**src/rtl/fgen_pkg.sv**
```systemverilog
package fgen_pkg;
  localparam int FIELD_W     = 10;
  localparam int GEN_PER_REG = 3;
  localparam int DIV_W       = 8;
  localparam int RATIO_W     = DIV_W + 2;
  localparam int NUM_SRC     = 3;
  localparam int SCALE_BIT   = 30;
  localparam int REG_W       = 32;

  localparam logic [1:0] SRC_CORE = 2'd0;
  localparam logic [1:0] SRC_AUX  = 2'd1;
  localparam logic [1:0] SRC_AUX2 = 2'd2;

  typedef struct packed {
    logic               en;
    logic [1:0]         src;
    logic [RATIO_W-1:0] ratio;
  } gen_cfg_t;

  function automatic gen_cfg_t decode_field(input logic [FIELD_W-1:0] f,
                                            input logic scale,
                                            input logic ext);
    gen_cfg_t c;
    logic [RATIO_W-1:0] n1;
    n1 = {2'b00, f[FIELD_W-1:2]} + {{(RATIO_W-1){1'b0}}, 1'b1};
    if (ext) begin
      c.en = (f[1:0] != 2'd0);
      case (f[1:0])
        2'd1:    c.src = SRC_AUX2;
        2'd2:    c.src = SRC_CORE;
        default: c.src = SRC_AUX;
      endcase
      c.ratio = scale ? n1 : (n1 << 1);
    end else begin
      c.en    = f[1];
      c.src   = f[0] ? SRC_AUX : SRC_CORE;
      c.ratio = n1 << 1;
    end
    return c;
  endfunction
endpackage

```
**src/rtl/fgen_regs.sv**
```systemverilog
module fgen_regs
  import fgen_pkg::*;
#(
  parameter bit EXT_LAYOUT = 1'b1,
  parameter int NUM_GEN    = 6,
  localparam int NUM_REG   = NUM_GEN / GEN_PER_REG,
  localparam int ADDR_W    = (NUM_REG > 1) ? $clog2(NUM_REG) : 1
) (
  input  logic                 clk_i,
  input  logic                 rst_ni,
  input  logic                 wr_en_i,
  input  logic [ADDR_W-1:0]    wr_addr_i,
  input  logic [REG_W-1:0]     wr_data_i,
  input  logic [ADDR_W-1:0]    rd_addr_i,
  output logic [REG_W-1:0]     rd_data_o,
  input  logic [NUM_GEN-1:0]   resume_i,
  output gen_cfg_t [NUM_GEN-1:0] cfg_o
);
  localparam int FIELDS_W = GEN_PER_REG * FIELD_W;
  localparam logic [REG_W-1:0] KEEP_MASK =
    EXT_LAYOUT ? ((REG_W'(1) << SCALE_BIT) | ((REG_W'(1) << FIELDS_W) - 1))
               : ((REG_W'(1) << FIELDS_W) - 1);

  logic [REG_W-1:0]   reg_q   [NUM_REG];
  logic [REG_W-1:0]   reg_nxt [NUM_REG];
  logic [NUM_REG-1:0] wr_hit;
  logic [1:0]         shadow_q [NUM_GEN];

  for (genvar r = 0; r < NUM_REG; r++) begin : g_hit
    assign wr_hit[r] = wr_en_i && (wr_addr_i == ADDR_W'(r));
  end

  always_comb begin
    for (int r = 0; r < NUM_REG; r++) begin
      reg_nxt[r] = wr_hit[r] ? (wr_data_i & KEEP_MASK) : reg_q[r];
      if (EXT_LAYOUT) begin
        for (int g = 0; g < GEN_PER_REG; g++) begin
          if (resume_i[r*GEN_PER_REG+g] && reg_nxt[r][g*FIELD_W +: 2] == 2'd0)
            reg_nxt[r][g*FIELD_W +: 2] = shadow_q[r*GEN_PER_REG+g];
        end
      end
    end
  end

  for (genvar r = 0; r < NUM_REG; r++) begin : g_reg
    always_ff @(posedge clk_i or negedge rst_ni) begin
      if (!rst_ni) reg_q[r] <= '0;
      else         reg_q[r] <= reg_nxt[r];
    end

    p_unused_zero_r9: assert property (@(posedge clk_i) disable iff (!rst_ni)
      (reg_q[r][REG_W-1] == 1'b0) && (EXT_LAYOUT || reg_q[r][SCALE_BIT] == 1'b0));
  end

  for (genvar g = 0; g < NUM_GEN; g++) begin : g_gen
    localparam int RI  = g / GEN_PER_REG;
    localparam int OFF = FIELD_W * (g % GEN_PER_REG);

    assign cfg_o[g] = decode_field(reg_q[RI][OFF +: FIELD_W],
                                   reg_q[RI][SCALE_BIT], EXT_LAYOUT);

    if (EXT_LAYOUT) begin : g_shadow
      // last nonzero mux code, used by resume
      always_ff @(posedge clk_i or negedge rst_ni) begin
        if (!rst_ni)                            shadow_q[g] <= 2'd1;
        else if (reg_nxt[RI][OFF +: 2] != 2'd0) shadow_q[g] <= reg_nxt[RI][OFF +: 2];
      end

      p_shadow_nonzero_r10: assert property (@(posedge clk_i) disable iff (!rst_ni)
        shadow_q[g] != 2'd0);
      p_resume_restores_r10: assert property (@(posedge clk_i) disable iff (!rst_ni)
        (resume_i[g] && !wr_hit[RI] && reg_q[RI][OFF +: 2] == 2'd0)
        |=> reg_q[RI][OFF +: 2] == $past(shadow_q[g]));
    end else begin : g_noshadow
      assign shadow_q[g] = 2'd1;
      p_legacy_resume_inert_r10: assert property (@(posedge clk_i) disable iff (!rst_ni)
        (resume_i[g] && !wr_hit[RI]) |=> $stable(reg_q[RI][OFF +: FIELD_W]));
    end
  end

  always_comb begin
    rd_data_o = '0;
    for (int r = 0; r < NUM_REG; r++)
      if (rd_addr_i == ADDR_W'(r)) rd_data_o = reg_q[r];
  end
endmodule

```
**src/rtl/fgen_divider.sv**
```systemverilog
module fgen_divider
  import fgen_pkg::*;
(
  input  logic               clk_i,
  input  logic               rst_ni,
  input  gen_cfg_t           cfg_i,
  input  logic [NUM_SRC-1:0] src_tick_i,
  output logic               clk_o,
  output logic               tick_o
);
  logic               act_en;
  logic [1:0]         act_src;
  logic [RATIO_W-1:0] act_ratio;
  logic [RATIO_W-1:0] cnt_q;
  logic               clk_q, tick_q;
  logic [3:0]         src_ext;
  logic               src_t, at_end, boundary;
  logic [RATIO_W-1:0] half, cnt_inc;

  assign src_ext  = {{(4-NUM_SRC){1'b0}}, src_tick_i};
  assign src_t    = src_ext[act_src];
  assign at_end   = src_t && (cnt_q == act_ratio - 1'b1);
  assign boundary = !act_en || at_end;
  assign half     = (act_ratio + 1'b1) >> 1;
  assign cnt_inc  = cnt_q + 1'b1;

  // active setting swaps only at a period boundary
  always_ff @(posedge clk_i or negedge rst_ni) begin
    if (!rst_ni) begin
      act_en    <= 1'b0;
      act_src   <= SRC_CORE;
      act_ratio <= '0;
      cnt_q     <= '0;
      clk_q     <= 1'b0;
      tick_q    <= 1'b0;
    end else if (boundary) begin
      act_en    <= cfg_i.en;
      act_src   <= cfg_i.src;
      act_ratio <= cfg_i.ratio;
      cnt_q     <= '0;
      clk_q     <= cfg_i.en;
      tick_q    <= cfg_i.en;
    end else if (src_t) begin
      cnt_q  <= cnt_inc;
      clk_q  <= (cnt_inc < half);
      tick_q <= 1'b0;
    end else begin
      tick_q <= 1'b0;
    end
  end

  assign clk_o  = clk_q;
  assign tick_o = tick_q;

  p_tick_rise_r6: assert property (@(posedge clk_i) disable iff (!rst_ni)
    tick_q |-> clk_q);
  p_cnt_bound_r7: assert property (@(posedge clk_i) disable iff (!rst_ni)
    act_en |-> (cnt_q < act_ratio));
  p_hold_cfg_r7: assert property (@(posedge clk_i) disable iff (!rst_ni)
    (act_en && !at_end) |=> ($stable(act_ratio) && $stable(act_src)));
  p_off_low_r8: assert property (@(posedge clk_i) disable iff (!rst_ni)
    !act_en |-> (!clk_q && !tick_q));
endmodule

```
**src/rtl/fgen_bank.sv**
```systemverilog
module fgen_bank
  import fgen_pkg::*;
#(
  parameter bit EXT_LAYOUT = 1'b1,
  parameter int NUM_GEN    = 6,
  localparam int NUM_REG   = NUM_GEN / GEN_PER_REG,
  localparam int ADDR_W    = (NUM_REG > 1) ? $clog2(NUM_REG) : 1
) (
  input  logic               clk_i,
  input  logic               rst_ni,
  input  logic               wr_en_i,
  input  logic [ADDR_W-1:0]  wr_addr_i,
  input  logic [REG_W-1:0]   wr_data_i,
  input  logic [ADDR_W-1:0]  rd_addr_i,
  output logic [REG_W-1:0]   rd_data_o,
  input  logic [NUM_GEN-1:0] resume_i,
  input  logic [NUM_SRC-1:0] src_tick_i,
  output logic [NUM_GEN-1:0] gen_clk_o,
  output logic [NUM_GEN-1:0] gen_tick_o
);
  gen_cfg_t [NUM_GEN-1:0] cfg;

  fgen_regs #(.EXT_LAYOUT(EXT_LAYOUT), .NUM_GEN(NUM_GEN)) u_regs (
    .clk_i    (clk_i),
    .rst_ni   (rst_ni),
    .wr_en_i  (wr_en_i),
    .wr_addr_i(wr_addr_i),
    .wr_data_i(wr_data_i),
    .rd_addr_i(rd_addr_i),
    .rd_data_o(rd_data_o),
    .resume_i (resume_i),
    .cfg_o    (cfg)
  );

  for (genvar g = 0; g < NUM_GEN; g++) begin : g_div
    fgen_divider u_div (
      .clk_i     (clk_i),
      .rst_ni    (rst_ni),
      .cfg_i     (cfg[g]),
      .src_tick_i(src_tick_i),
      .clk_o     (gen_clk_o[g]),
      .tick_o    (gen_tick_o[g])
    );
  end
endmodule

```
**config.mk**
```make
export PLATFORM = sky130hd
export DESIGN_NAME = fgen_bank
export DESIGN_NICKNAME = d
export VERILOG_FILES = /design/src/rtl/fgen_pkg.sv /design/src/rtl/fgen_regs.sv /design/src/rtl/fgen_divider.sv /design/src/rtl/fgen_bank.sv
export SDC_FILE = /design/constraint.sdc
export NUM_CORES = 1
export LEC_CHECK = 0
export CAP_MARGIN = 10
export CORE_MARGIN = 8
export CORE_UTILIZATION = 62
export CTS_BUF_LIST = sky130_fd_sc_hd__clkbuf_8
export CTS_CLUSTER_DIAMETER = 150
export DETAILED_ROUTE_END_ITERATION = 8
export DONT_BUFFER_PORTS = 1
export HOLD_SLACK_MARGIN = 0.08
export PLACE_DENSITY = 0.78
export SLEW_MARGIN = 0
export SYNTH_ARGS = -nofsm -noshare
export SYNTH_HDL_FRONTEND = slang
export SYNTH_SLANG_ARGS = --single-unit
```
**constraint.sdc**
```tcl
create_clock -name clk_i -period 5.81 [get_ports clk_i]
set_input_delay 1.4525 -clock clk_i [delete_from_list [all_inputs] [get_ports clk_i]]
set_output_delay 1.4525 -clock clk_i [all_outputs]
set_load 0.005 [all_outputs]
```
### After elaboration in Yosys (flattened, before gate mapping)

Cells that the tools add are included.

* register bits after elaboration: 224
* output and inout port bits: 44
* logic and storage cells: 214

* add/sub/neg operators: 24
* magnitude comparators: 12
* equality and inequality tests: 18
* multiplexer cells: 63
* bitwise logic cells: 1
* reductions and logical operators: 50

Operator list (number)
* 10-bit two-way mux: 18
* 10-bit by 1-bit adder with 10-bit output, second input constant: 12
* 10-bit == test: 6
* 10-bit by 9-bit < comparator with 1-bit output: 6
* 10-bit by 1-bit subtractor with 10-bit output, second input constant: 6
* 8-bit by 1-bit adder with 9-bit output, second input constant: 6
* 22-bit two-way mux: 2
* 2-bit nonzero test: 18
* 31-bit two-way mux: 1
* 1-bit two-way mux: 24
* 2-bit case mux with 2 select lines: 6
* 2-bit by 3-bit < comparator with 1-bit output, second input constant: 6
* 1-bit logical AND: 14
* 1-bit binary-select mux with 2-bit select: 6
* 2-bit by 1-bit == test with 1-bit output, second input constant: 6
* 2-bit == test, second input constant: 6
* 2-bit logical NOT: 6
* 2-bit two-way mux: 6
* 1-bit logical NOT: 6
* 1-bit logical OR: 6
* 1-bit inverter: 1

### Depth between registers and ports, before layout

Gate-level depths: netlist (run 1).

* word-level depth: 7
* mapped depth: 13
* mapped depth without buffers: 12

### By module

A second synthesis (run 1) with hierarchy kept.

* cells, all modules: 1718
* area total of the unflattened synthesis: 16379.5 um^2

By module, submodules not included
* fgen_divider (g_div[1].u_div ...): times used 5, cells each 186, area each 1858.0 um^2, seq. area each 625.6 um^2
* fgen_regs: times used 1, cells each 600, area each 5250.0 um^2, seq. area each 1859.3 um^2
* fgen_divider (g_div[0].u_div): times used 1, cells each 188, area each 1839.3 um^2, seq. area each 625.6 um^2

### Least setup slack after synthesis (run 1)

Ideal clock, no wire load.

* kind: input to output
* start point: in rd_addr_i
* end point: out rd_data_o[12]
* arrival time: 2.366 ns
* data required time: 4.358 ns
* setup slack: 1.991 ns
* cell stages on the path: 3
* path through: clkbuf_1 > clkbuf_1 > mux2_2

* cells in the longest elaborated chain, start to end: 1

RTL lines
* from (decl): line fgen_bank.sv:14 `input logic [ADDR_W-1:0] rd_addr_i,`
* 31-bit two-way mux: line fgen_regs.sv:84 `if (rd_addr_i == ADDR_W'(r)) rd_data_o = reg_q[r];`
* to (decl): line fgen_bank.sv:15 `output logic [REG_W-1:0] rd_data_o,`

No other way between the ends.

### Worst setup path in the final report (run 1)

* start point: reg u_regs.reg_q[62] (netlist name)
* end point: out rd_data_o[30]

* cells in the longest elaborated chain, start to end: 1

RTL lines
* from (decl): line fgen_regs.sv:24 `logic [REG_W-1:0] reg_q [NUM_REG];`
* from (signal, indexed assignment): line fgen_regs.sv:48 `else reg_q[r] <= reg_nxt[r];`
* 31-bit two-way mux: line fgen_regs.sv:84

No other way between the ends.

==> results of run 1 <==
metrics by stage:
stage / worst slack (ns) / cell area (um^2) / power (mW) / util [%] / hold WS, ns
floorplan: 1.991 / 15990 / 4.743 / - / 0.4394
global placement: 1.774 / 15850 / 5.166 / 62.76 / 0.4479
detailed placement: 1.744 / 15850 / 5.311 / 62.76 / 0.4504
CTS: 1.682 / 16720 / 6.950 / 66.23 / 0.4599
global route: 1.471 / 16730 / 7.444 / 66.25 / 0.4800
finish: 1.705 / 16730 / 6.923 / 66.25 / 0.4567
final timing paths:
check	startpoint	to	slack, ns	cells after the start
max reg2reg	g_div[5].u_div.act_ratio[2]	g_div[5].u_div.act_ratio[9]	2.21	6
min reg2reg	u_regs.shadow_q[2]	u_regs.shadow_q[2]	0.46	2
min	u_regs.shadow_q[2]	u_regs.shadow_q[2]	0.46	2
min in group asynchronous	rst_ni	g_div[4].u_div.cnt_q[7]	0.61	0
max	u_regs.reg_q[62]	rd_data_o[30]	1.70	2
max in group asynchronous	rst_ni	u_regs.shadow_q[6]	4.75	0
final cells by class:
class	count	area [um^2]
multi-input cells	1324	9558
diodes	2	5.005
fillers	2058	8524
repair buffers	8	60.06
flip-flops and latches	224	5615
clock buffers	51	701.9
inverters	54	202.7
well taps	330	412.9
clock inverters	20	173.9
power by group:
group	internal (mW)	switching, mW	leakage, nW
logic	1.31	1.35	4.32
registers	1.94	0.721	2.68
clock network	0.927	0.672	0.486
cells by family (layout without fill, tap and decap cells):
| logic type | Yosys count | count (layout) | share of synthesized area (%) |
|---|---|---|---|
| DFF | 224 | 224 | 35.11 |
| AOI/OAI and AO/OA | 239 | 239 | 10.34 |
| other | 1 | 3 | 0.02346 |
| adders and majority gates | 84 | 84 | 6.574 |
| xor gates and xnor gates | 233 | 233 | 12.77 |
| and+or+nand+nor | 592 | 592 | 17.99 |
| muxes | 175 | 175 | 11.82 |
| buffers and inverters | 201 | 133 | 5.377 |
cells in the final DEF (no fill, tap or decap), types with 5 or more instances in the layout:
| cell type | count |
|---|---|
| sky130_fd_sc_hd__dfrtp_1 | 216 |
| sky130_fd_sc_hd__nand2_1 | 157 |
| sky130_fd_sc_hd__xor2_1 | 141 |
| sky130_fd_sc_hd__nor2_1 | 139 |
| sky130_fd_sc_hd__mux2_2 | 110 |
| sky130_fd_sc_hd__nand3_1 | 102 |
| sky130_fd_sc_hd__xnor2_1 | 92 |
| sky130_fd_sc_hd__ha_1 | 84 |
| sky130_fd_sc_hd__mux2i_1 | 65 |
| sky130_fd_sc_hd__inv_1 | 62 |
| sky130_fd_sc_hd__clkbuf_8 | 51 |
| sky130_fd_sc_hd__a21oi_1 | 48 |
| sky130_fd_sc_hd__o21ai_0 | 43 |
| sky130_fd_sc_hd__nor3_1 | 37 |
| sky130_fd_sc_hd__and3_1 | 32 |
| sky130_fd_sc_hd__a31oi_1 | 27 |
| sky130_fd_sc_hd__nand4_1 | 26 |
| sky130_fd_sc_hd__nand2b_1 | 18 |
| sky130_fd_sc_hd__o22ai_1 | 16 |
| sky130_fd_sc_hd__nor2b_1 | 16 |
| sky130_fd_sc_hd__a211oi_1 | 15 |
| sky130_fd_sc_hd__o211ai_1 | 13 |
| sky130_fd_sc_hd__and2_1 | 12 |
| sky130_fd_sc_hd__a21o_1 | 10 |
| sky130_fd_sc_hd__nor4_1 | 9 |
| sky130_fd_sc_hd__or3_1 | 8 |
| sky130_fd_sc_hd__buf_4 | 8 |
| sky130_fd_sc_hd__nand3b_1 | 6 |
| sky130_fd_sc_hd__or4_1 | 6 |
| sky130_fd_sc_hd__o31ai_1 | 6 |
| sky130_fd_sc_hd__dfstp_2 | 6 |
| sky130_fd_sc_hd__a211o_1 | 5 |
| sky130_fd_sc_hd__nor4b_1 | 5 |
| sky130_fd_sc_hd__o2111ai_1 | 5 |
| sky130_fd_sc_hd__a41oi_1 | 5 |
| sky130_fd_sc_hd__clkinv_2 | 5 |
worst min-delay path, cell delays in order, from the launching register on:
cell and delay, ns:
sky130_fd_sc_hd__dfstp_2 0.36, sky130_fd_sc_hd__nand2_1 0.05, sky130_fd_sc_hd__nand2_1 0.05
state kept, by name, indices dropped and copies added, names as in the netlist:
name / cells
g_div.u_div.act_ratio: 60
g_div.u_div.clk_o: 6
u_regs.reg_q: 62
g_div.u_div.cnt_q: 60
g_div.u_div.act_src: 12
g_div.u_div.tick_o: 6
u_regs.shadow_q: 12
g_div.u_div.act_en: 6
per-layer routing:
layer	up-vias	share of wire (%)	track usage (%)	wire, um
met5	-	0	0	0
li1	5921	-	-	-
met3	64	7.9	6.793	2824
met2	320	45	36.49	16180
met1	5973	44	29.27	15670
met4	0	3.2	8.161	1128
==> results by group, run 1 <==
Clock tree
  – Cts bufs inserted: 41
  – Number of buffers inserted by post-CTS setup repair: 0
  – Hold buffer count at cts: 0
  – Number of clock sinks seen by CTS: 224
  – Clock tree buffer depth: 3
  – Clock tree root buffer cell: sky130_fd_sc_hd__clkbuf_8
  – TritonCTS clock tree: yes
  – Worst-path clk slew: 0.05 ns
  – Clock latency on the worst-skew pair: between 0.5 and 0.6 ns
  – CTS H-tree lvls: 2
  – Post_cts resized: 0

STA
  – Number of hold-slack violations in the final timing report: 0
  – Max-slew headroom: a little over a fifth
  – Highest clock rate: between 0.2 and 0.25 GHz
  – Least-Margin Pin Slew: 1.183 ns
  – Number of failing setup endpoints in the final timing report: 0
  – Final clock skew: between 0.02 and 0.03 ns
  – Max-slew violation count: 0
  – Sum of negative setup slack: 0 ns
  – RSZ-0062 raised after global routing: no
  – Post-route minimum period: 4.105 ns
  – Fin crit share: 70.66%

Floorplanning
  – Cell row count: 58
  – Area of the core region: between 0.02 and 0.03 mm^2
  – Ports: 90
  – X dimension of the die: 176.6 um
  – Die footprint: approximately 0.031 mm^2
  – DIE HEIGHT: 176.6 um
  – Initial Utilization: 63.30%

Critical path
  – Critical path startpoint category: flip-flop
  – Worst setup path class: flip-flop to output port
  – Type of destination of the critical path: output port
  – Top delay family on crit path: flip-flops
  – Worst EP required: 4.36 ns
  – Endpoint arrival time on the critical path: 2.65 ns
  – Maximum net fanout on the critical path: between 60 and 70
  – Slowest cell on the critical path: sky130_fd_sc_hd__dfrtp_2
  – Count of buffering cells on the critical path with inverters included: 1
  – Largest stage delay, worst path: ~1.1 ns
  – Cell Chain, Critical Path: inv_1 > o21ai_0

Logic synthesis
  – Commonest cells in the synthesized netlist: sky130_fd_sc_hd__dfrtp_1, sky130_fd_sc_hd__nand2_1, sky130_fd_sc_hd__xor2_1, sky130_fd_sc_hd__nor2_1, sky130_fd_sc_hd__mux2_2
  – Top FF cell, synth: sky130_fd_sc_hd__dfrtp_1
  – Mean Syn Cell Area: 9.140 um^2
  – Number of storage elements in the synthesis netlist: approximately 220
  – Library cells used by synthesis: 76
  – Yosys Warn Count: 0
  – Proportion of synthesized chip area in sequential cells: 35.11%
  – Proportion of netlist area held by the largest area contributor: between 30% and 40%
  – Most common cell in the netlist: sky130_fd_sc_hd__dfrtp_1
  – Area of the mapped netlist: 0.01599 mm^2
  – Library cell with the largest summed area after synthesis: sky130_fd_sc_hd__dfrtp_1
  – Post-synth EDFFs: 0
  – Gate Count Post-Synth: 1749
  – Net count of the mapped netlist: 1879
  – Largest cells by area after synthesis: sky130_fd_sc_hd__dfrtp_1, sky130_fd_sc_hd__mux2_2, sky130_fd_sc_hd__xor2_1
  – Async SR Flop Fraction: 100.0%

Pwr
  – Leakage power total: between 7 and 8 nW
  – Largest vdd supply drop: 0.0002679 V
  – Power density over the cells: 413.8 mW/mm^2

Drt
  – Number of DRC violations after detailed routing: 0
  – First-pass iteration count of the detailed router: 5
  – Post-detailed-route wirelength per cell: 17.79 um
  – Starting DRC count in detailed routing: about 810
  – Total Wirelength: between 30 and 40 mm
  – ANT nets after route: 0
  – Via-to-Cell Ratio: between 6 and 7
  – Routed vias: 12.28k

Place
  – Detailed placer's ending HPWL: between 20 and 30 mm
  – Weighted congestion at the end of routability-driven global placement: 0.9015
  – Total placed cells including tap cells: slightly below 2k
  – Port Buf Inserts: 0

Global routing
  – Antenna violations before repair: 1
  – GRT Resource Usage Total: around 23%
  – Vias in the first global route: between 10k and 15k
  – First-pass GRT wire length: 59.84 mm
  – Largest net degree at the start of global routing: 225
  – Total grt overflow: 0

Flow run
  – Number of maximum-capacitance constraint violations: 0

Final layout
  – Non-filler instance count after layout: 2013
  – Number of nets in the layout: 1783
  – Area Overhead vs Synth: 4.649%
  – Proportion of layout cells with a drive suffix above 1: 11.96%

Outcome
  – Outcome: completed

Min path
  – Worst hold path class: flip-flop to flip-flop
No activity file was read; power rests on OpenSTA's default activity.
==> run 2, diff against run 1 <==
--- a/config.mk
+++ b/config.mk
@@ -7,13 +7,13 @@
 export LEC_CHECK = 0
 export CAP_MARGIN = 10
 export CORE_MARGIN = 8
-export CORE_UTILIZATION = 62
+export CORE_UTILIZATION = 61
 export CTS_BUF_LIST = sky130_fd_sc_hd__clkbuf_8
 export CTS_CLUSTER_DIAMETER = 150
 export DETAILED_ROUTE_END_ITERATION = 8
 export DONT_BUFFER_PORTS = 1
 export HOLD_SLACK_MARGIN = 0.08
-export PLACE_DENSITY = 0.78
+export PLACE_DENSITY = 0.8
 export SLEW_MARGIN = 0
 export SYNTH_ARGS = -nofsm -noshare
 export SYNTH_HDL_FRONTEND = slang
==> constraint.sdc (replaced) <==
create_clock -name clk_i -period 3.5 [get_ports clk_i]
set_input_delay 0.875 -clock clk_i [delete_from_list [all_inputs] [get_ports clk_i]]
set_output_delay 0.875 -clock clk_i [all_outputs]
set_load 0.005 [all_outputs]
==> run 2 against run 1 <==
  * Clock skew fell by 0.0069 ns
  * Combinational power rose by 70%
  * Core utilization fell by 1.7 points
  * Sequential share of layout area barely moved
  * Wire length fell by 1.6%
  * Critical path type is now flip-flop to flip-flop
  * Largest cell class unchanged
==> results by group, run 2 (same netlist as run 1, synthesis figures left out) <==
STA
  – Max-slew violation count: 0 (unchanged)
  – Fin crit share: 89.33%
  – Least-Margin Pin Slew: 0.8625 ns (-0.3203 ns)
  – Post-route minimum period: 3.127 ns
  – Highest clock rate: 0.3198 GHz
  – Final clock skew: 0.02166 ns (-0.006852 ns)
  – Number of failing setup endpoints in the final timing report: 0 (unchanged)
  – RSZ-0062 raised after global routing: no
  – Sum of negative setup slack: 0 ns (unchanged)
  – Number of hold-slack violations in the final timing report: 0 (unchanged)
  – Max-slew headroom: 42.30% (+21 points)

Place
  – Total placed cells including tap cells: 1957 (+0.88%)
  – Weighted congestion at the end of routability-driven global placement: 0.9171 (+1.7%)
  – Port Buf Inserts: 0 (unchanged)
  – Placed cell area: 0.01595 mm^2 (+0.61%)
  – Detailed placer's ending HPWL: 25.50 mm (+0.12%)

Drt
  – Total Wirelength: 35.22 mm (-1.6%)
  – ANT nets after route: 0 (unchanged)
  – Routed vias: 12.34k (+0.48%)
  – First-pass iteration count of the detailed router: 6 (+1)
  – Via-to-Cell Ratio: 6.065 (-0.56%)
  – Number of DRC violations after detailed routing: 0 (unchanged)
  – Post-detailed-route wirelength per cell: 17.32 um (-2.6%)
  – Starting DRC count in detailed routing: 951 (+17%)

Floorplanning
  – Ports: 90 (unchanged)
  – Initial Utilization: 61.70% (-1.6 points)
  – DIE HEIGHT: 177.9 um (+0.74%)
  – Die footprint: 0.03164 mm^2 (+1.5%)
  – X dimension of the die: 177.9 um (+0.74%)
  – Cell row count: 59 (+1.7%)
  – Area of the core region: 0.02591 mm^2 (+2.6%)

Final layout
  – Area used by sequential logic in the layout: 0.005615 mm^2 (unchanged)
  – Register containing the most flip-flops in the final layout: u_regs.reg_q
  – Flip-flop count of the largest register after layout: 62 (unchanged)
  – Leading cell type in the layout, fill and taps excluded: sky130_fd_sc_hd__dfrtp_1
  – Final core occ: 64.50% (-1.7 points)
  – Total area of multi-input combinational cells: 0.009558 mm^2 (unchanged)
  – Number of nets in the layout: 1797 (+0.79%)
  – Area Overhead vs Synth: 4.540%
  – Top flop regs: u_regs.reg_q: 62 flops, g_div.u_div.act_ratio: 60 flops, g_div.u_div.cnt_q: 60 flops
  – Final design instance area without fill: 0.01671 mm^2 (-0.10%)
  – Proportion of layout cells with a drive suffix above 1: 12.14% (+0.18 points)
  – Non-filler instance count after layout: 2034 (+1.0%)
  – Leading cell types in the layout, fill and taps excluded: sky130_fd_sc_hd__dfrtp_1, sky130_fd_sc_hd__nand2_1, sky130_fd_sc_hd__xor2_1
  – Fill cells: 2098 (+1.9%)

Critical path
  – Worst EP required: 3.97 ns (-0.39 ns)
  – Reg-to-reg critical path startpoint: g_div[5].u_div.act_ratio[3]
  – Launching instance or port of the critical path: g_div[5].u_div.act_ratio[3]
  – Endpoint of the most critical register-to-register path: g_div[5].u_div.clk_o
  – Worst reg-to-reg path cell count: 7 (+1)
  – Critical path startpoint category: flip-flop
  – Slowest cell on the critical path: sky130_fd_sc_hd__o31ai_4
  – Largest stage delay, worst path: 0.58 ns (-0.49 ns)
  – R2r setup slk: 0.37 ns (-1.84 ns)
  – Type of destination of the critical path: flip-flop
  – Endpoint arrival time on the critical path: 3.59 ns (+0.94 ns)
  – Worst setup path class: flip-flop to flip-flop
  – Cell Chain, Critical Path: nor3_4 > or4b_1 > or4_1 > o311a_1 > o31ai_4 > buf_4 > mux2i_1
  – Maximum net fanout on the critical path: 13 (-79%)
  – Critical path capture point: g_div[5].u_div.clk_o

Clock tree
  – Clock tree root buffer cell: sky130_fd_sc_hd__clkbuf_8
  – Worst-path clk slew: 0.06 ns (about the same)
  – Clock latency on the worst-skew pair: 0.55 ns (about the same)
  – TritonCTS clock tree: yes
  – Post_cts resized: 0 (unchanged)
  – Number of clock sinks seen by CTS: 224 (unchanged)
  – Clock tree buffer depth: 3 (unchanged)
  – Cts bufs inserted: 39 (-4.9%)
  – CTS H-tree lvls: 2 (unchanged)

Global routing
  – Largest net degree at the start of global routing: 225 (unchanged)
  – Antenna violations before repair: 0 (-1)
  – Total grt overflow: 0 (unchanged)
  – GRT Resource Usage Total: 22.29% (-0.64 points)
  – Vias in the first global route: 11.94k (-0.46%)
  – First-pass GRT wire length: 58.57 mm (-2.1%)

Flow run
  – Number of maximum-capacitance constraint violations: 0 (unchanged)

Pwr
  – Largest vdd supply drop: 0.0004083 V (+52%)
  – Power density over the cells: 665.0 mW/mm^2 (+61%)
  – Leakage power total: 7.536 nW (+0.67%)

Min path
  – Worst hold path class: primary input to asynchronous set/reset pin

Outcome
  – Outcome: completed
-- run 2: metal layers --
metal	global-route usage (%)	share of wire (%)	wire [um]
met4	7.746	2.4	844
met1	27.78	43	15000
met5	0	0	0
met3	7.532	8.9	3131
met2	35.63	46	16240
-- run 2: how the worst min path moves through the flow --
| stage | to | slack (ns) | from |
|---|---|---|---|
| final | g_div[4].u_div.act_en | 0.05 | rst_ni |
| after global routing | g_div[3].u_div.act_ratio[5] | 0.005 | rst_ni |
| after CTS | u_regs.shadow_q[5] | 0.001 | rst_ni |
| after detailed placement | u_regs.shadow_q[10] | 0.45 | u_regs.shadow_q[10] |
| after global placement | u_regs.shadow_q[0] | 0.45 | u_regs.shadow_q[0] |
| after floorplan | u_regs.shadow_q[0] | 0.44 | u_regs.shadow_q[0] |
-- run 2: layout make-up --
cell class / count / share of cell area (%)
Multi-Input combinational cell: 1324 / 57.19
Tap cell: 335 / 2.508
Clock inverter: 26 / 0.6738
Clock buffer: 45 / 3.706
Sequential cell: 224 / 33.60
Inverter: 54 / 1.213
Antenna cell: 2 / 0.02995
Timing Repair Buffer: 24 / 1.078
-- run 2: timing repair --
| action | CTS | global route |
|---|---|---|
| endpoints found under the hold margin | 218 | 218 |
| setup buffers | 0 | 4 |
| endpoints found under the setup margin | 0 | 18 |
-- run 2: worst max-delay path, delay by kind of cell (launching register included) --
family | cells | cell delay (ns)
and+or+nand+nor | 3 | 1.30
AOI/OAI and AO/OA | 2 | 0.75
DFF | 1 | 0.49
buffers and inverters | 1 | 0.31
muxes | 1 | 0.19
-- run 2: where the power goes --
group / internal [mW] / switching (mW) / total, mW
clock network: 1.18 / 1.06 / 2.24
registers: 3.22 / 1.14 / 4.36
logic: 2.22 / 2.29 / 4.51
-- run 2: metrics by stage --
stage               setup slack (ns)  total power [mW]  hold WS, ns
CTS                           0.2818             11.18     0.001470
detailed placement            0.3060             8.868       0.4543
global route                  0.1865             12.01     0.004545
floorplan                     0.5412             7.873       0.4394
finish                        0.3733             11.11      0.04792
global placement              0.3932             8.606       0.4456
==> run 3, diff against run 2 <==
--- a/config.mk
+++ b/config.mk
@@ -13,6 +13,7 @@
 export DETAILED_ROUTE_END_ITERATION = 8
 export DONT_BUFFER_PORTS = 1
 export HOLD_SLACK_MARGIN = 0.08
+export MAX_ROUTING_LAYER = met4
 export PLACE_DENSITY = 0.8
 export SLEW_MARGIN = 0
 export SYNTH_ARGS = -nofsm -noshare
==> run 3 against run 2 <==
  * Critical path type unchanged
  * Combinational power hardly changed
  * Wire length up 1.9%
  * First-iteration DRC count increased by 26%
  * Critical endpoint is now g_div[5].u_div.act_src[1]
  * Power increased by 2.4%
  * Via count up 0.41%
  * Flip-flop and latch count is the same
  * Hold slack got worse by 0.011 ns
  * Clock power increased by 13%
  * Register-to-register slack hardly changed
  * Critical path depth is the same
  * Final cell count is essentially flat
==> results by group, run 3 (same netlist as run 1, synthesis figures left out) <==
Final layout
  – Top flop regs: u_regs.reg_q: 62 flops, g_div.u_div.act_ratio: 60 flops, g_div.u_div.cnt_q: 60 flops
  – Total area of multi-input combinational cells: 0.009558 mm^2 (unchanged)
  – Leading cell type in the layout, fill and taps excluded: sky130_fd_sc_hd__dfrtp_1
  – Non-filler instance count after layout: 2036 (+0.098%)
  – Leading cell types in the layout, fill and taps excluded: sky130_fd_sc_hd__dfrtp_1, sky130_fd_sc_hd__nand2_1, sky130_fd_sc_hd__xor2_1
  – Final design instance area without fill: 0.01682 mm^2 (+0.62%)
  – Final core occ: 64.90% (+0.40 points)
  – Proportion of layout cells with a drive suffix above 1: 12.43% (+0.29 points)
  – Area used by sequential logic in the layout: 0.005615 mm^2 (unchanged)
  – Number of nets in the layout: 1796 (-0.056%)
  – Register containing the most flip-flops in the final layout: u_regs.reg_q
  – Area Overhead vs Synth: 5.189%
  – Fill cells: 2028 (-3.3%)
  – Flip-flop count of the largest register after layout: 62 (unchanged)

Pwr
  – Leakage power total: 7.551 nW (+0.21%)
  – Largest vdd supply drop: 0.0005130 V (+26%)
  – Power density over the cells: 676.6 mW/mm^2 (+1.7%)

Floorplanning
  – Cell row count: 59 (unchanged)
  – Die footprint: 0.03164 mm^2 (unchanged)
  – Initial Utilization: 61.70% (unchanged)
  – DIE HEIGHT: 177.9 um (unchanged)
  – X dimension of the die: 177.9 um (unchanged)
  – Area of the core region: 0.02591 mm^2 (unchanged)
  – Ports: 90 (unchanged)

Global routing
  – Vias in the first global route: 12.12k (+1.5%)
  – Total grt overflow: 0 (unchanged)
  – GRT Resource Usage Total: 23.35% (+1.1 points)
  – Largest net degree at the start of global routing: 225 (unchanged)
  – First-pass GRT wire length: 59.92 mm (+2.3%)
  – Antenna violations before repair: 2 (+2)

Drt
  – Number of DRC violations after detailed routing: 0 (unchanged)
  – Via-to-Cell Ratio: 6.084 (+0.31%)
  – First-pass iteration count of the detailed router: 6 (unchanged)
  – Starting DRC count in detailed routing: 1197 (+26%)
  – Post-detailed-route wirelength per cell: 17.63 um (+1.8%)
  – Total Wirelength: 35.89 mm (+1.9%)
  – Routed vias: 12.39k (+0.41%)
  – ANT nets after route: 0 (unchanged)

Place
  – Detailed placer's ending HPWL: 25.49 mm (about the same)
  – Total placed cells including tap cells: 1956 (-0.051%)
  – Port Buf Inserts: 0 (unchanged)
  – Placed cell area: 0.01594 mm^2 (about the same)
  – Weighted congestion at the end of routability-driven global placement: 0.9418 (+2.7%)

STA
  – Final clock skew: 0.01636 ns (-0.005301 ns)
  – Post-route minimum period: 3.134 ns (+0.007104 ns)
  – Fin crit share: 89.54% (+0.20 points)
  – Highest clock rate: 0.3191 GHz (-0.23%)
  – Max-slew violation count: 0 (unchanged)
  – Max-slew headroom: 42.16% (-0.14 points)
  – Sum of negative setup slack: 0 ns (unchanged)
  – Number of hold-slack violations in the final timing report: 0 (unchanged)
  – RSZ-0062 raised after global routing: no
  – Number of failing setup endpoints in the final timing report: 0 (unchanged)
  – Least-Margin Pin Slew: 0.8646 ns (+0.002076 ns)

Clock tree
  – Number of clock sinks seen by CTS: 224 (unchanged)
  – CTS H-tree lvls: 2 (unchanged)
  – Worst-path clk slew: 0.06 ns (about the same)
  – Post_cts resized: 0 (unchanged)
  – Clock tree buffer depth: 3 (unchanged)
  – Cts bufs inserted: 40 (+2.6%)
  – Clock tree root buffer cell: sky130_fd_sc_hd__clkbuf_8
  – TritonCTS clock tree: yes
  – Clock latency on the worst-skew pair: 0.55 ns (about the same)

Critical path
  – Endpoint arrival time on the critical path: 3.55 ns (-0.04 ns)
  – Type of destination of the critical path: flip-flop
  – R2r setup slk: 0.37 ns (about the same)
  – Endpoint of the most critical register-to-register path: g_div[5].u_div.act_src[1]
  – Worst reg-to-reg path cell count: 7 (unchanged)
  – Maximum net fanout on the critical path: 21 (+8)
  – Critical path startpoint category: flip-flop
  – Worst EP required: 3.92 ns (-0.05 ns)
  – Worst setup path class: flip-flop to flip-flop
  – Reg-to-reg critical path startpoint: g_div[5].u_div.act_ratio[2]

Outcome
  – Outcome: completed

Min path
  – Worst hold path class: primary input to asynchronous set/reset pin

Flow run
  – Number of maximum-capacitance constraint violations: 0 (unchanged)
[run 3: cell types whose count changed in the layout (fill, tap and decap cells not counted), sizes merged]
| cell | previous run | this run |
|---|---|---|
| buf | 24 | 22 |
| bufinv | 0 | 2 |
| clkbuf | 45 | 49 |
| clkinvlp | 0 | 3 |
| diode | 2 | 4 |
| inv | 75 | 68 |
[run 3: power breakdown]
part	internal [mW]	switching [mW]	leakage [nW]
Clock	1.42	1.11	0.477
Sequential	3.22	1.15	2.68
Combinational	2.21	2.27	4.39
[run 3: routing by layer]
metal | vias up | part of all wire [%] | global-route usage, %
li1 | 5941 | - | -
met2 | 317 | 46 | 36.28
met1 | 6058 | 43 | 28.99
met5 | - | 0 | -
met4 | 0 | 2.8 | 7.607
met3 | 71 | 7.9 | 6.638
[run 3: cell type report]
class	count	share of cell area (%)
Timing Repair Buffer	22	1.057
Tap cell	335	2.493
Antenna cell	4	0.05952
Inverter	54	1.205
Clock buffer	49	4.010
Clock inverter	24	0.9449
Sequential cell	224	33.39
Multi-Input combinational cell	1324	56.84
[run 3: worst max-delay path: stages, from the launching register on]
cell                      delay (ns)
sky130_fd_sc_hd__dfrtp_1        0.50
sky130_fd_sc_hd__nor3_4         0.31
sky130_fd_sc_hd__or4b_1         0.52
sky130_fd_sc_hd__or4_1          0.52
sky130_fd_sc_hd__o311a_1        0.18
sky130_fd_sc_hd__o31ai_4        0.28
sky130_fd_sc_hd__buf_4          0.32
sky130_fd_sc_hd__mux2_2         0.37
[run 3: what timing repair did]
action | in CTS | in global routing
endpoints found under the hold margin | 218 | 218
setup buffers | 0 | 3
setup endpoints to repair | 0 | 3
[run 3: through the flow]
stage	worst slack [ns]	hold slack, ns	power, mW
global route	0.2311	0.002354	12.27
global placement	0.4192	0.4453	8.595
detailed placement	0.2955	0.4499	8.834
floorplan	0.5412	0.4394	7.873
CTS	0.2754	0.008730	11.42
finish	0.3662	0.03678	11.38
[run 3: worst max path at each step]
stage	to	depth (start not counted)	slack, ns	start
3_3_place_gp	g_div[2].u_div.act_ratio[9]	8	0.42	g_div[2].u_div.act_ratio[0]
2_1_floorplan	g_div[3].u_div.act_ratio[9]	10	0.54	g_div[3].u_div.act_ratio[0]
3_5_place_dp	g_div[2].u_div.act_ratio[9]	8	0.30	g_div[2].u_div.act_ratio[0]
6_report	g_div[5].u_div.act_src[1]	7	0.37	g_div[5].u_div.act_ratio[2]
5_1_grt	g_div[1].u_div.clk_o	12	0.23	g_div[1].u_div.act_ratio[3]
4_1_cts	g_div[2].u_div.act_ratio[9]	8	0.28	g_div[2].u_div.act_ratio[0]
